--- src/rtl/pirq_route_pkg.sv ---
package pirq_route_pkg;

    localparam int unsigned PIRQ_LINES = 4;
    localparam int unsigned PIRQ_IDX_W = $clog2(PIRQ_LINES);
    localparam int unsigned ISA_IRQS   = 16;
    localparam int unsigned ISA_IDX_W  = $clog2(ISA_IRQS);
    localparam int unsigned ROUTE_W    = 8;
    localparam int unsigned OFF_W      = 8;
    localparam int unsigned SLOT_W     = 5;

    localparam logic [OFF_W-1:0]   ROUTE_BASE = 8'h60;
    localparam logic [ROUTE_W-1:0] ROUTE_RST  = 8'h80;

    typedef logic [ROUTE_W-1:0] route_t;

    typedef struct packed {
        logic               we;
        logic [OFF_W-1:0]   off;
        logic [ROUTE_W-1:0] data;
    } cfg_wr_t;

    typedef struct packed {
        logic                 valid;
        logic [ISA_IDX_W-1:0] irq;
    } steer_t;

    function automatic steer_t decode_route(route_t r);
        steer_t s;
        s.valid = (r < route_t'(ISA_IRQS));
        s.irq   = r[ISA_IDX_W-1:0];
        return s;
    endfunction

    function automatic logic [PIRQ_IDX_W-1:0] swizzle(
        logic [SLOT_W-1:0]     slot,
        logic [PIRQ_IDX_W-1:0] pin
    );
        logic [PIRQ_IDX_W-1:0] s;
        s = pin + slot[PIRQ_IDX_W-1:0] - PIRQ_IDX_W'(1);
        return s;
    endfunction

endpackage

--- src/rtl/pirq_swizzle.sv ---
module pirq_swizzle
    import pirq_route_pkg::*;
(
    input  logic [SLOT_W-1:0]     slot,
    input  logic [PIRQ_IDX_W-1:0] pin,
    output logic [PIRQ_IDX_W-1:0] pirq
);
    assign pirq = swizzle(slot, pin);
endmodule

--- src/rtl/pirq_route_regs.sv ---
module pirq_route_regs
    import pirq_route_pkg::*;
#(
    parameter logic [OFF_W-1:0] BASE  = ROUTE_BASE,
    parameter int unsigned      LINES = PIRQ_LINES
) (
    input  logic                          clk,
    input  logic                          rst,
    input  cfg_wr_t                       cfg,
    output logic [LINES-1:0][ROUTE_W-1:0] route_q
);
    for (genvar k = 0; k < LINES; k++) begin : g_line
        localparam logic [OFF_W-1:0] MY_OFF = BASE + OFF_W'(k);
        logic hit;
        assign hit = cfg.we && (cfg.off == MY_OFF);

        always_ff @(posedge clk) begin
            if (rst)      route_q[k] <= ROUTE_RST;
            else if (hit) route_q[k] <= cfg.data;
        end

        // a strobed write at this line's offset lands in its register
        p_route_write_r3: assert property (@(posedge clk) disable iff (rst)
            (cfg.we && cfg.off == MY_OFF) |=> route_q[k] == $past(cfg.data));

        // any other cycle leaves the register as it was
        p_route_hold_r8: assert property (@(posedge clk) disable iff (rst)
            !(cfg.we && cfg.off == MY_OFF) |=> $stable(route_q[k]));
    end
endmodule

--- src/rtl/pirq_level_latch.sv ---
module pirq_level_latch
    import pirq_route_pkg::*;
#(
    parameter int unsigned LINES = PIRQ_LINES
) (
    input  logic             clk,
    input  logic             rst,
    input  logic [LINES-1:0] req,
    output logic [LINES-1:0] lvl_q
);
    always_ff @(posedge clk) begin
        if (rst) lvl_q <= '0;
        else     lvl_q <= req;
    end

    // captured levels trail the inputs by one edge
    p_level_follow_r9: assert property (@(posedge clk) disable iff (rst)
        1'b1 |=> lvl_q == $past(req));
endmodule

--- src/rtl/pirq_irq_combine.sv ---
module pirq_irq_combine
    import pirq_route_pkg::*;
#(
    parameter int unsigned LINES = PIRQ_LINES,
    parameter int unsigned IRQS  = ISA_IRQS
) (
    input  logic                          clk,
    input  logic                          rst,
    input  logic [LINES-1:0][ROUTE_W-1:0] route_q,
    input  logic [LINES-1:0]              lvl_q,
    output logic [IRQS-1:0]               irq
);
    steer_t st [LINES];

    for (genvar k = 0; k < LINES; k++) begin : g_dec
        assign st[k] = decode_route(route_q[k]);
    end

    for (genvar j = 0; j < IRQS; j++) begin : g_irq
        logic [LINES-1:0] feed;
        logic [LINES-1:0] chk_feed;
        for (genvar k = 0; k < LINES; k++) begin : g_src
            assign feed[k] = lvl_q[k] && st[k].valid
                             && (st[k].irq == ISA_IDX_W'(j));
            assign chk_feed[k] = lvl_q[k] && (route_q[k] == ROUTE_W'(j));

            // an active line steered here forces this output high
            p_or_r6: assert property (@(posedge clk) disable iff (rst)
                (lvl_q[k] && route_q[k] == ROUTE_W'(j)) |-> irq[j]);
        end
        assign irq[j] = |feed;

        // a high output must have at least one active source
        p_unrouted_low_r7: assert property (@(posedge clk) disable iff (rst)
            irq[j] |-> (chk_feed != '0));
    end
endmodule

--- src/rtl/pirq_router.sv ---
module pirq_router
    import pirq_route_pkg::*;
#(
    parameter logic [OFF_W-1:0] ROUTE_BASE_P = ROUTE_BASE
) (
    input  logic                  clk,
    input  logic                  rst,
    input  logic [PIRQ_LINES-1:0] req_lvl,
    input  logic                  cfg_we,
    input  logic [OFF_W-1:0]      cfg_off,
    input  logic [ROUTE_W-1:0]    cfg_wdata,
    input  logic [SLOT_W-1:0]     dev_slot,
    input  logic [PIRQ_IDX_W-1:0] dev_pin,
    output logic [PIRQ_IDX_W-1:0] dev_pirq,
    output logic [ISA_IRQS-1:0]   isa_irq
);
    cfg_wr_t                            cfg;
    logic [PIRQ_LINES-1:0][ROUTE_W-1:0] route_q;
    logic [PIRQ_LINES-1:0]              lvl_q;

    assign cfg.we   = cfg_we;
    assign cfg.off  = cfg_off;
    assign cfg.data = cfg_wdata;

    pirq_swizzle u_swz (
        .slot (dev_slot),
        .pin  (dev_pin),
        .pirq (dev_pirq)
    );

    pirq_route_regs #(
        .BASE  (ROUTE_BASE_P),
        .LINES (PIRQ_LINES)
    ) u_regs (
        .clk     (clk),
        .rst     (rst),
        .cfg     (cfg),
        .route_q (route_q)
    );

    pirq_level_latch #(
        .LINES (PIRQ_LINES)
    ) u_lvl (
        .clk   (clk),
        .rst   (rst),
        .req   (req_lvl),
        .lvl_q (lvl_q)
    );

    pirq_irq_combine #(
        .LINES (PIRQ_LINES),
        .IRQS  (ISA_IRQS)
    ) u_comb (
        .clk     (clk),
        .rst     (rst),
        .route_q (route_q),
        .lvl_q   (lvl_q),
        .irq     (isa_irq)
    );

    // the edge after a reset cycle leaves every output low
    p_reset_quiet_r1: assert property (@(posedge clk)
        rst |=> isa_irq == '0);
endmodule

--- config.mk ---
export PLATFORM = sky130hd
export DESIGN_NAME = pirq_router
export DESIGN_NICKNAME = d
export VERILOG_FILES = /design/src/rtl/pirq_route_pkg.sv /design/src/rtl/pirq_swizzle.sv /design/src/rtl/pirq_route_regs.sv /design/src/rtl/pirq_level_latch.sv /design/src/rtl/pirq_irq_combine.sv /design/src/rtl/pirq_router.sv
export SDC_FILE = /design/constraint.sdc
export NUM_CORES = 1
export LEC_CHECK = 0
export CAP_MARGIN = 30
export CORE_MARGIN = 3
export CORE_UTILIZATION = 45
export DETAILED_ROUTE_END_ITERATION = 6
export DONT_BUFFER_PORTS = 1
export PLACE_DENSITY = 0.69
export REMOVE_ABC_BUFFERS = 1
export SYNTH_ARGS = -nofsm -noshare
export SYNTH_HDL_FRONTEND = slang
export SYNTH_SLANG_ARGS = --single-unit
--- constraint.sdc ---
create_clock -name clk -period 2 [get_ports clk]
set_input_delay 0.1 -clock clk [delete_from_list [all_inputs] [get_ports clk]]
set_output_delay 0.1 -clock clk [all_outputs]
set_load 0.05 [all_outputs]
==> key figures, run 1 <==
Critical path
  – Critical Path Start Type: register
  – Setup crit start: u_regs.route_q[6]
  – Most common cell on crit path: buf_4
  – Slowest cell delay on critical path: 590 ps
  – Critical Path Sink Type: output pin
  – Critical-path cell list: or4b_4 -> nor4b_4 -> buf_4 -> a22oi_2 -> o211ai_1 -> buf_4
  – Slowest cell on crit path: or4b_4
  – Kind of critical path: reg2out
  – Critical path arrival: 1990 ps
  – RR Startpoint: u_regs.route_q[7]
  – Worst Path Required: 1900 ps
  – CP Max Fanout: 4

Yosys
  – Synth Instances: 230
  – Seq/Total Area, Yosys: 0.3578
  – Synth Area in Compound Gates: 0.1230
  – Avg Inst Size Synth: 8.758 µm²
  – Synthesized flop and latch total: 36
  – Mux contribution to synthesized area: 0.1391
  – Netlist cell types: 34
  – Main combinational cell family by area after synthesis: simple AND/OR/NAND/NOR gates
  – Synth warnings: 0
  – Xor-xnor portion of the synthesized cell area: 0.008696
  – Mapped Area: 2014 µm²
  – Synth Area in Simple Gates: 0.3280
  – Post-synthesis adder-cell area fraction: 0.006211

Timing
  – RSZ-0062 raised after global routing: yes
  – Max-slew violations: 0
  – Clock skew: 0 ps
  – Rel. slew slack: 0.6785
  – Hold slack: 44.47 ps
  – Setup violators final: 12
  – Final hold vios: 0
  – Max Clk Rate: 478.1 MHz
  – Worst setup margin: -91.56 ps
  – Crit share post-route: 1.046
  – Fin crit period: 2092 ps
  – Worst-margin pin slew: 481.7 ps

Detailed routing
  – Vias: 2001
  – First DRT Iteration DRCs: 314
  – DRC: 0
  – Antenna Nets Post-Route: 0
  – Vias/cell: 6.082
  – Final wirelength: 5640 µm
  – DR pass1 iterations: 4
  – Routed wire length per instance: 17.14 µm

Final layout
  – Syn-to-layout area delta: 44.04%
  – Commonest non-fill, non-tap cell in the layout: nor2_1
  – Multi-input logic area: 1396 µm²
  – Layout cells sized above 1: 0.2867
  – Non-Filler Instances: 329
  – Reg area: 724.4 µm²
  – Layout Nets: 310
  – Filler cell count: 327
  – Most frequent cells in the layout: nor2_1, dfxtp_1, mux2i_1
  – Post-layout util: 0.7002
  – Antenna diodes: 0

Clocking
  – CTS clk-pin slew, worst paths: 70 ps
  – Max clock buf depth: 2
  – CTS H-Tree Depth: 2
  – Worst skew pair latency: 280 ps
  – TritonCTS clock tree: done
  – Sink Count: 36
  – Num CTS Buffers: 5
  – CTS Root Cell: clkbuf_8

Floorplanning
  – Die W: 72.91 µm
  – I/O pin cnt: 48
  – Starting Density: 0.4861
  – Die height: 72.91 µm
  – Core area: 4144 µm²
  – Row cnt: 23
  – Die ar.: 5315 µm²

GRT
  – GRT Residual Overflow: 0
  – First-pass GRT wire length: 9522 µm
  – GR Util All Layers: 0.2316
  – Vias in the first global route: 2011
  – Largest net degree at the start of global routing: 38
  – Initial antenna violation count: 0

Worst hold path
  – HP Class: in2reg
  – Hold_sp: cfg_wdata[7]

Power and ir drop
  – Peak VDD IR: 0.7092 mV
  – Leak Pwr: 1.068 nW
  – PwrDens: 454.7 nW/µm²

Placed design
  – # port buffers: 0
  – Dpl cells: 307
  – Final Wtd Congestion: 0.9799
  – Post-DP HPWL: 3969 µm

Status
  – Status: finished with violations
  – Violated checks: setup timing

Job
  – Number of max-cap violations: 0
## sequential cells by signal (all words and copies together) (netlist names)
name / count
u_lvl.lvl_q: 4
u_regs.route_q: 32
## area by class of cell
type                            instances  share of cell area
Multi-Input combinational cell        178              0.4812
Inverter                                9             0.01164
Tap cell                               50             0.02156
Timing Repair Buffer                   49              0.2078
Clock buffer                            5             0.02372
Sequential cell                        36              0.2497
Clock inverter                          2            0.004312
## stage by stage
stage / TNS, ps / total power, mW / setup WS (ps) / area, µm²
floorplan: -959.7 / 0.7885 / -712.1 / 1973
global placement: 0 / 0.7971 / 130.3 / 2474
detailed placement: 0 / 0.7989 / 129.2 / 2474
CTS: -705.0 / 1.329 / -99.09 / 2766
global route: -1716 / 1.364 / -177.2 / 2902
finish: -605.8 / 1.319 / -91.56 / 2902
## metal layers
metal	GRT usage	share of wire
met5	0	0
met3	0.04408	0.063
met1	0.2844	0.40
met2	0.3848	0.51
met4	0.1168	0.023
## final timing paths
kind / endpoint / slack (ps) / depth (start not counted)
max: isa_irq[10] / -90 / 6
min: u_regs.route_q[31] / 40 / 3
max reg2reg: u_regs.route_q[7] / 1080 / 2
min reg2reg: u_regs.route_q[6] / 490 / 2
## critical path, delay by kind of cell (launching register included)
family                 cells  cell delay [ps]
AOI/OAI and AO/OA          2              170
buffers and inverters      2              400
DFF                        1              320
and+or+nand+nor            2              810
## Yosys cell counts
cell type,instances,area share
a211o_1,3,0.013
a21oi_1,1,0.0025
a22oi_1,13,0.048
a32oi_1,10,0.043
and2_1,1,0.0031
and3_1,1,0.0031
buf_6,2,0.011
clkbuf_1,5,0.0093
dfxtp_1,36,0.36
ha_1,1,0.0062
inv_1,9,0.017
mux2i_1,28,0.14
nand2_1,20,0.037
nand2b_1,5,0.016
nand3_1,10,0.025
nand4_1,1,0.0031
nand4b_2,1,0.0075
nand4bb_1,1,0.0056
nor2_1,37,0.069
nor2b_1,13,0.040
nor3_1,4,0.0099
nor4_1,7,0.022
nor4_4,3,0.032
nor4b_1,3,0.013
nor4b_2,1,0.0075
o211ai_1,3,0.011
o311ai_0,1,0.0043
or3_1,3,0.0093
or3b_2,1,0.0043
or4_1,1,0.0037
or4_4,1,0.0056
or4b_2,1,0.0050
or4b_4,1,0.0068
xnor2_1,2,0.0087
## timing repair
action | 4_1_cts | 5_1_grt
endpoints found under the hold margin | 36 | 0
setup endpoints to repair | 16 | 16
setup buffers | 1 | 1
gates resized for setup | 12 | 28
hold buffers | 13 | 0
pin swaps | 16 | 10
## kinds of logic (layout without fill, tap and decap cells)
group | after synthesis | after routing
AO/OA/AOI/OAI | 31 | 31
multiplexers | 28 | 28
adder cells (fa/ha/maj) | 1 | 1
flip-flops | 36 | 36
AND/OR/NAND/NOR | 116 | 116
XOR/XNOR | 2 | 2
buffers and inverters | 16 | 65
## where the power goes
group / switching (mW) / total [mW] / internal (mW)
Sequential: 0.00271 / 0.724 / 0.722
Clock: 0.253 / 0.489 / 0.236
Combinational: 0.0643 / 0.106 / 0.0422
Total: 0.320 / 1.32 / 0.999
No activity file was read; power rests on OpenSTA's default activity.
==> run 2, diff against run 1 <==
--- a/config.mk
+++ b/config.mk
@@ -7,10 +7,11 @@
 export LEC_CHECK = 0
 export CAP_MARGIN = 30
 export CORE_MARGIN = 3
-export CORE_UTILIZATION = 45
+export CORE_UTILIZATION = 50
+export CTS_BUF_LIST = sky130_fd_sc_hd__clkbuf_16
 export DETAILED_ROUTE_END_ITERATION = 6
 export DONT_BUFFER_PORTS = 1
-export PLACE_DENSITY = 0.69
+export PLACE_DENSITY = 0.74
 export REMOVE_ABC_BUFFERS = 1
 export SYNTH_ARGS = -nofsm -noshare
 export SYNTH_HDL_FRONTEND = slang
==> run 2 against run 1 <==
Effect of this change: the run ends with hold timing, setup timing left; critical path depth unchanged; sequential share of layout area up 0.13 points; register-to-register slack worse by 490 ps; clock-buffer cell count unchanged; worst hold slack worse by 45 ps; highest routed layer unchanged; wire length up 8.2%.
==> key figures, run 2 (synthesis results as in run 1) <==
Placed design
  – # port buffers: 0
  – Placed Area: 2479 µm²
  – Final Wtd Congestion: 0.9158
  – Post-Place Worst Slack: 101.1 ps
  – Post-DP HPWL: 4182 µm
  – Dpl cells: 306

Clocking
  – Worst skew pair latency: 270 ps
  – Num CTS Buffers: 5
  – CTS Root Cell: clkbuf_16
  – CTS H-Tree Depth: 2
  – Max clock buf depth: 2
  – Sink Count: 36
  – TritonCTS clock tree: done
  – CTS clk-pin slew, worst paths: 50 ps
  – Post-CTS Setup Repair Bufs: 0

Floorplanning
  – Row cnt: 22
  – I/O pin cnt: 48
  – Starting Density: 0.5342
  – Core area: 3771 µm²
  – Die W: 69.48 µm
  – Die ar.: 4827 µm²
  – Die height: 69.48 µm

Detailed routing
  – Final wirelength: 6102 µm
  – Vias: 2028
  – Vias/cell: 6.164
  – DR pass1 iterations: 4
  – Antenna Nets Post-Route: 0
  – First DRT Iteration DRCs: 178
  – DRC: 0
  – Routed wire length per instance: 18.55 µm

Final layout
  – Design Area, Final: 2877 µm²
  – Syn-to-layout area delta: 42.80%
  – Reg with most FFs: u_regs.route_q
  – Antenna diodes: 0
  – Largest regs: u_regs.route_q x32, u_lvl.lvl_q x4
  – Layout Nets: 312
  – Filler cell count: 234
  – Commonest non-fill, non-tap cell in the layout: nor2_1
  – Max reg flops: 32
  – Layout cells sized above 1: 0.2349
  – Non-Filler Instances: 329
  – Multi-input logic area: 1310 µm²
  – Post-layout util: 0.7628
  – Most frequent cells in the layout: nor2_1, dfxtp_1, mux2i_1
  – Reg area: 721.9 µm²

Timing
  – Worst setup margin: -125.6 ps
  – Fin crit period: 2126 ps
  – Worst-margin pin slew: 511.5 ps
  – Max Clk Rate: 470.5 MHz
  – Setup violators final: 13
  – Max-slew violations: 0
  – Crit share post-route: 1.063
  – Final hold vios: 1
  – Rel. slew slack: 0.6585
  – Setup TNS: -805.5 ps
  – Hold slack: -0.5104 ps
  – Clock skew: 0 ps
  – RSZ-0062 raised after global routing: yes

GRT
  – Initial antenna violation count: 0
  – GR Util All Layers: 0.2573
  – Vias in the first global route: 1986
  – Largest net degree at the start of global routing: 37
  – First-pass GRT wire length: 9963 µm
  – GRT Residual Overflow: 0

Power and ir drop
  – Peak VDD IR: 0.7067 mV
  – PwrDens: 535.9 nW/µm²
  – Leak Pwr: 1.098 nW
  – Pwr Total: 1.542 mW

Critical path
  – Critical Path Sink Type: output pin
  – Kind of critical path: reg2out
  – Worst Path Required: 1900 ps
  – Critical path arrival: 2030 ps
  – Critical Path Start Type: register
  – CP Max Fanout: 4

Status
  – Status: finished with violations
  – Violated checks: hold timing, setup timing

Worst hold path
  – HP Class: in2reg

Job
  – Number of max-cap violations: 0
[run 2: final cells by class]
type                            instances  area share
Tap cell                               48     0.02088
Timing Repair Buffer                   51      0.2144
Clock buffer                            5     0.04350
Inverter                                9     0.01174
Clock inverter                          2    0.003045
Multi-Input combinational cell        178      0.4554
Sequential cell                        36      0.2510
[run 2: metal layers]
layer,GRT usage,wire length (µm),vias to the layer above
met2,0.4513,3135,104
li1,-,-,945
met3,0.05507,431,18
met5,0,0,-
met4,0.09978,136,0
met1,0.3041,2399,961
[run 2: critical path: stages (launching register included)]
cell and delay [ps]:
dfxtp_2 310, or4b_4 590, nor4b_2 290, buf_4 190
a32oi_1 90, nand2_1 130, buf_12 140
[run 2: repair_timing]
item	in CTS	in global routing
resized for setup	8	12
hold buffers	15	1
endpoints found under the hold margin	36	1
pin swaps	10	3
setup endpoints to repair	16	16
[run 2: path summary, 6_finish.rpt]
path                       from                 end  slack, ps  cells past startpoint
max           u_regs.route_q[6]          isa_irq[7]       -130                      6
min                cfg_wdata[5]   u_regs.route_q[5]       -0.5                      2
max reg2reg  u_regs.route_q[19]  u_regs.route_q[19]        590                      3
min reg2reg  u_regs.route_q[28]  u_regs.route_q[28]        510                      2
[run 2: power breakdown]
part | leakage [nW] | switching (mW) | internal [mW]
clock | 0.0709 | 0.266 | 0.446
sequential | 0.292 | 0.00247 | 0.723
combinational | 0.735 | 0.0597 | 0.0443
==> run 3, diff against run 2 <==
--- a/config.mk
+++ b/config.mk
@@ -11,8 +11,9 @@
 export CTS_BUF_LIST = sky130_fd_sc_hd__clkbuf_16
 export DETAILED_ROUTE_END_ITERATION = 6
 export DONT_BUFFER_PORTS = 1
-export PLACE_DENSITY = 0.74
+export PLACE_DENSITY = 0.67
 export REMOVE_ABC_BUFFERS = 1
 export SYNTH_ARGS = -nofsm -noshare
 export SYNTH_HDL_FRONTEND = slang
+export SYNTH_HIERARCHICAL = 1
 export SYNTH_SLANG_ARGS = --single-unit
==> run 3 against run 2 <==
Effect of this change: the flow finishes with violations (setup timing); maximum frequency grew 1.9%; cell count shrank 4.3%; via count shrank 5.1%; wire length shrank 4.9%; first-iteration DRC count grew 24%; non-clock buffer count shrank 17; critical endpoint is now isa_irq[0].
==> key figures, run 3 <==
Power and ir drop
  – Leak Pwr: 1.145 nW
  – Clk pwr share: 0.464
  – Peak VDD IR: 0.6980 mV
  – PwrDens: 539.7 nW/µm²
  – Sequential share of power: 0.475
  – Power share of the combinational group: 0.061
  – Int Pwr: 1.211 mW
  – Sw Pwr: 0.3157 mW
  – Switch share: 0.2067

Yosys
  – FFs w/ async S/R, synth: 0
  – Cell taking the most area after synthesis: dfxtp_1
  – Largest cells by area after synthesis: dfxtp_1, mux2i_1, nand2b_1
  – Most frequent cell after synthesis: nand2b_1
  – Netlist cell types: 41
  – EDFF count, synth: 0
  – Synth Instances: 231
  – Post-synth top area share: 0.3366
  – Avg Inst Size Synth: 9.268 µm²
  – Post-synth top cells: nand2b_1, dfxtp_1, mux2i_1
  – Synth warnings: 6
  – Synthesized flop and latch total: 36
  – Post-synth top flop: dfxtp_1
  – Seq/Total Area, Yosys: 0.3366
  – Mapped Area: 2141 µm²

Placed design
  – Placed Area: 2440 µm²
  – Post-DP HPWL: 3841 µm
  – Final Wtd Congestion: 0.9243
  – Dpl cells: 297
  – Post-Place Worst Slack: 100.5 ps
  – # port buffers: 0

Floorplanning
  – I/O pin cnt: 48
  – Core area: 4058 µm²
  – Starting Density: 0.5276
  – Die height: 71.44 µm
  – Row cnt: 23
  – Die ar.: 5103 µm²
  – Die W: 71.44 µm

Detailed routing
  – Routed wire length per instance: 18.43 µm
  – Vias: 1924
  – Vias/cell: 6.108
  – Antenna Nets Post-Route: 0
  – Final wirelength: 5804 µm
  – DRC: 0
  – DR pass1 iterations: 4
  – First DRT Iteration DRCs: 221

Clocking
  – Num CTS Buffers: 5
  – CTS H-Tree Depth: 2
  – TritonCTS clock tree: done
  – CTS Root Cell: clkbuf_16
  – Max clock buf depth: 2
  – Worst skew pair latency: 270 ps
  – Sink Count: 36
  – CTS clk-pin slew, worst paths: 50 ps

Status
  – Violated checks: setup timing
  – Status: finished with violations

Critical path
  – Critical Path Sink Type: output pin
  – Critical-path cell list: or3_4 -> or4_4 -> o32a_1 -> nand2_2 -> buf_12
  – Worst Path Required: 1900 ps
  – Slowest cell on crit path: or4_4
  – Slowest cell delay on critical path: 470 ps
  – Critical path arrival: 1990 ps
  – CP Max Fanout: 4
  – R2r worst-path depth: 2
  – Critical Path Start Type: register
  – Kind of critical path: reg2out

Final layout
  – Max reg flops: 32
  – Layout Nets: 296
  – Design Area, Final: 2829 µm²
  – Non-Filler Instances: 315
  – Commonest non-fill, non-tap cell in the layout: nand2b_1
  – Largest regs: u_regs/route_q x32, u_lvl/lvl_q x4
  – Syn-to-layout area delta: 32.14%
  – Reg with most FFs: u_regs/route_q
  – Post-layout util: 0.6972
  – Most frequent cells in the layout: nand2b_1, dfxtp_1, mux2i_1
  – Antenna diodes: 0
  – Layout cells sized above 1: 0.2528

GRT
  – Vias in the first global route: 1789
  – GR Util All Layers: 0.2326
  – Largest net degree at the start of global routing: 41
  – Initial antenna violation count: 0
  – First-pass GRT wire length: 9066 µm
  – GRT Residual Overflow: 0

Timing
  – RSZ-0062 raised after global routing: yes
  – Worst-margin pin slew: 519.7 ps
  – Clock skew: 0 ps
  – Fin crit period: 2086 ps
  – Max Clk Rate: 479.4 MHz
  – Worst setup margin: -85.78 ps
  – Crit share post-route: 1.043
  – Rel. slew slack: 0.6529
  – Final hold vios: 0
  – Setup violators final: 7
  – Max-slew violations: 0

Job
  – Number of max-cap violations: 0

Worst hold path
  – HP Class: in2reg
  – Hold Crit Depth: 2
[run 3: changes by cell type after synthesis, sizes merged, moves of 3 or more]
cell | before | now
nor2 | 37 | 10
nor4 | 10 | 4
a32oi | 10 | 3
nand2b | 5 | 43
nand2 | 20 | 16
nand3 | 10 | 5
mux2i | 28 | 32
inv | 9 | 6
o221ai | 0 | 3
[run 3: cell families (layout without fill, tap and decap cells)]
kind of cell / count (synthesis) / after routing / share of synthesized area
AND/OR/NAND/NOR: 119 / 119 / 0.3536
flip-flops: 36 / 36 / 0.3366
multiplexers: 32 / 32 / 0.1496
AO/OA/AOI/OAI: 29 / 29 / 0.1099
buffers and inverters: 13 / 47 / 0.03331
adder cells (fa/ha/maj): 1 / 1 / 0.005844
XOR/XNOR: 1 / 1 / 0.01110
[run 3: metal layers]
metal	global-route usage	vias to the layer above	routed length [µm]
li1	-	914	-
met4	0.09395	0	155
met2	0.3867	84	2823
met5	0	-	0
met3	0.05750	16	435
met1	0.2877	910	2390
[run 3: repair_timing]
item | CTS | global route
hold buffers | 6 | 1
setup buffers | 3 | 1
endpoints found under the setup margin | 16 | 15
pin swaps | 11 | 5
resized for setup | 17 | 15
hold endpoints to repair | 5 | 1
[run 3: cell type report]
cell class                 count  area (µm²)
timing repair buffer          34       401.6
tap                           50       62.56
clock buffer                   5       125.1
multi-input combinational    182        1485
fill                         303        1229
sequential                    36       723.2
inverter                       6       22.52
clock inverter                 2       8.758
[run 3: metrics by stage]
stage	total power [mW]	hold slack (ps)	setup TNS, ps
global placement	0.8135	174.4	0
detailed placement	0.8141	178.5	0
global route	1.588	14.20	-665.1
CTS	1.537	6.781	-102.9
floorplan	0.8043	171.6	-482.4
finish	1.527	11.38	-233.2
[run 3: path summary, 6_finish.rpt]
kind | startpoint | endpoint | slack, ps
setup / recovery | u_regs/route_q[7] | isa_irq[0] | -90
hold / removal | rst | u_regs/route_q[26] | 10
setup reg to reg | u_regs/route_q[1] | u_regs/route_q[1] | 1190
hold reg to reg | u_regs/route_q[22] | u_regs/route_q[22] | 470
[run 3: power by group through the flow]
stage | Sequential, mW | Clock (mW) | Combinational [mW]
6_report | 0.726 | 0.708 | 0.0927
5_1_grt | 0.725 | 0.765 | 0.0979
4_1_cts | 0.725 | 0.723 | 0.0885
3_5_place_dp | 0.740 | 0 | 0.0737
3_3_place_gp | 0.740 | 0 | 0.0732
2_1_floorplan | 0.740 | 0 | 0.0647
[run 3: critical path, delay by kind of cell, from the launching register on]
family	cells	cell delay, ps
simple gates	3	940
compound gates	1	320
flops	1	320
buf+inv	1	130
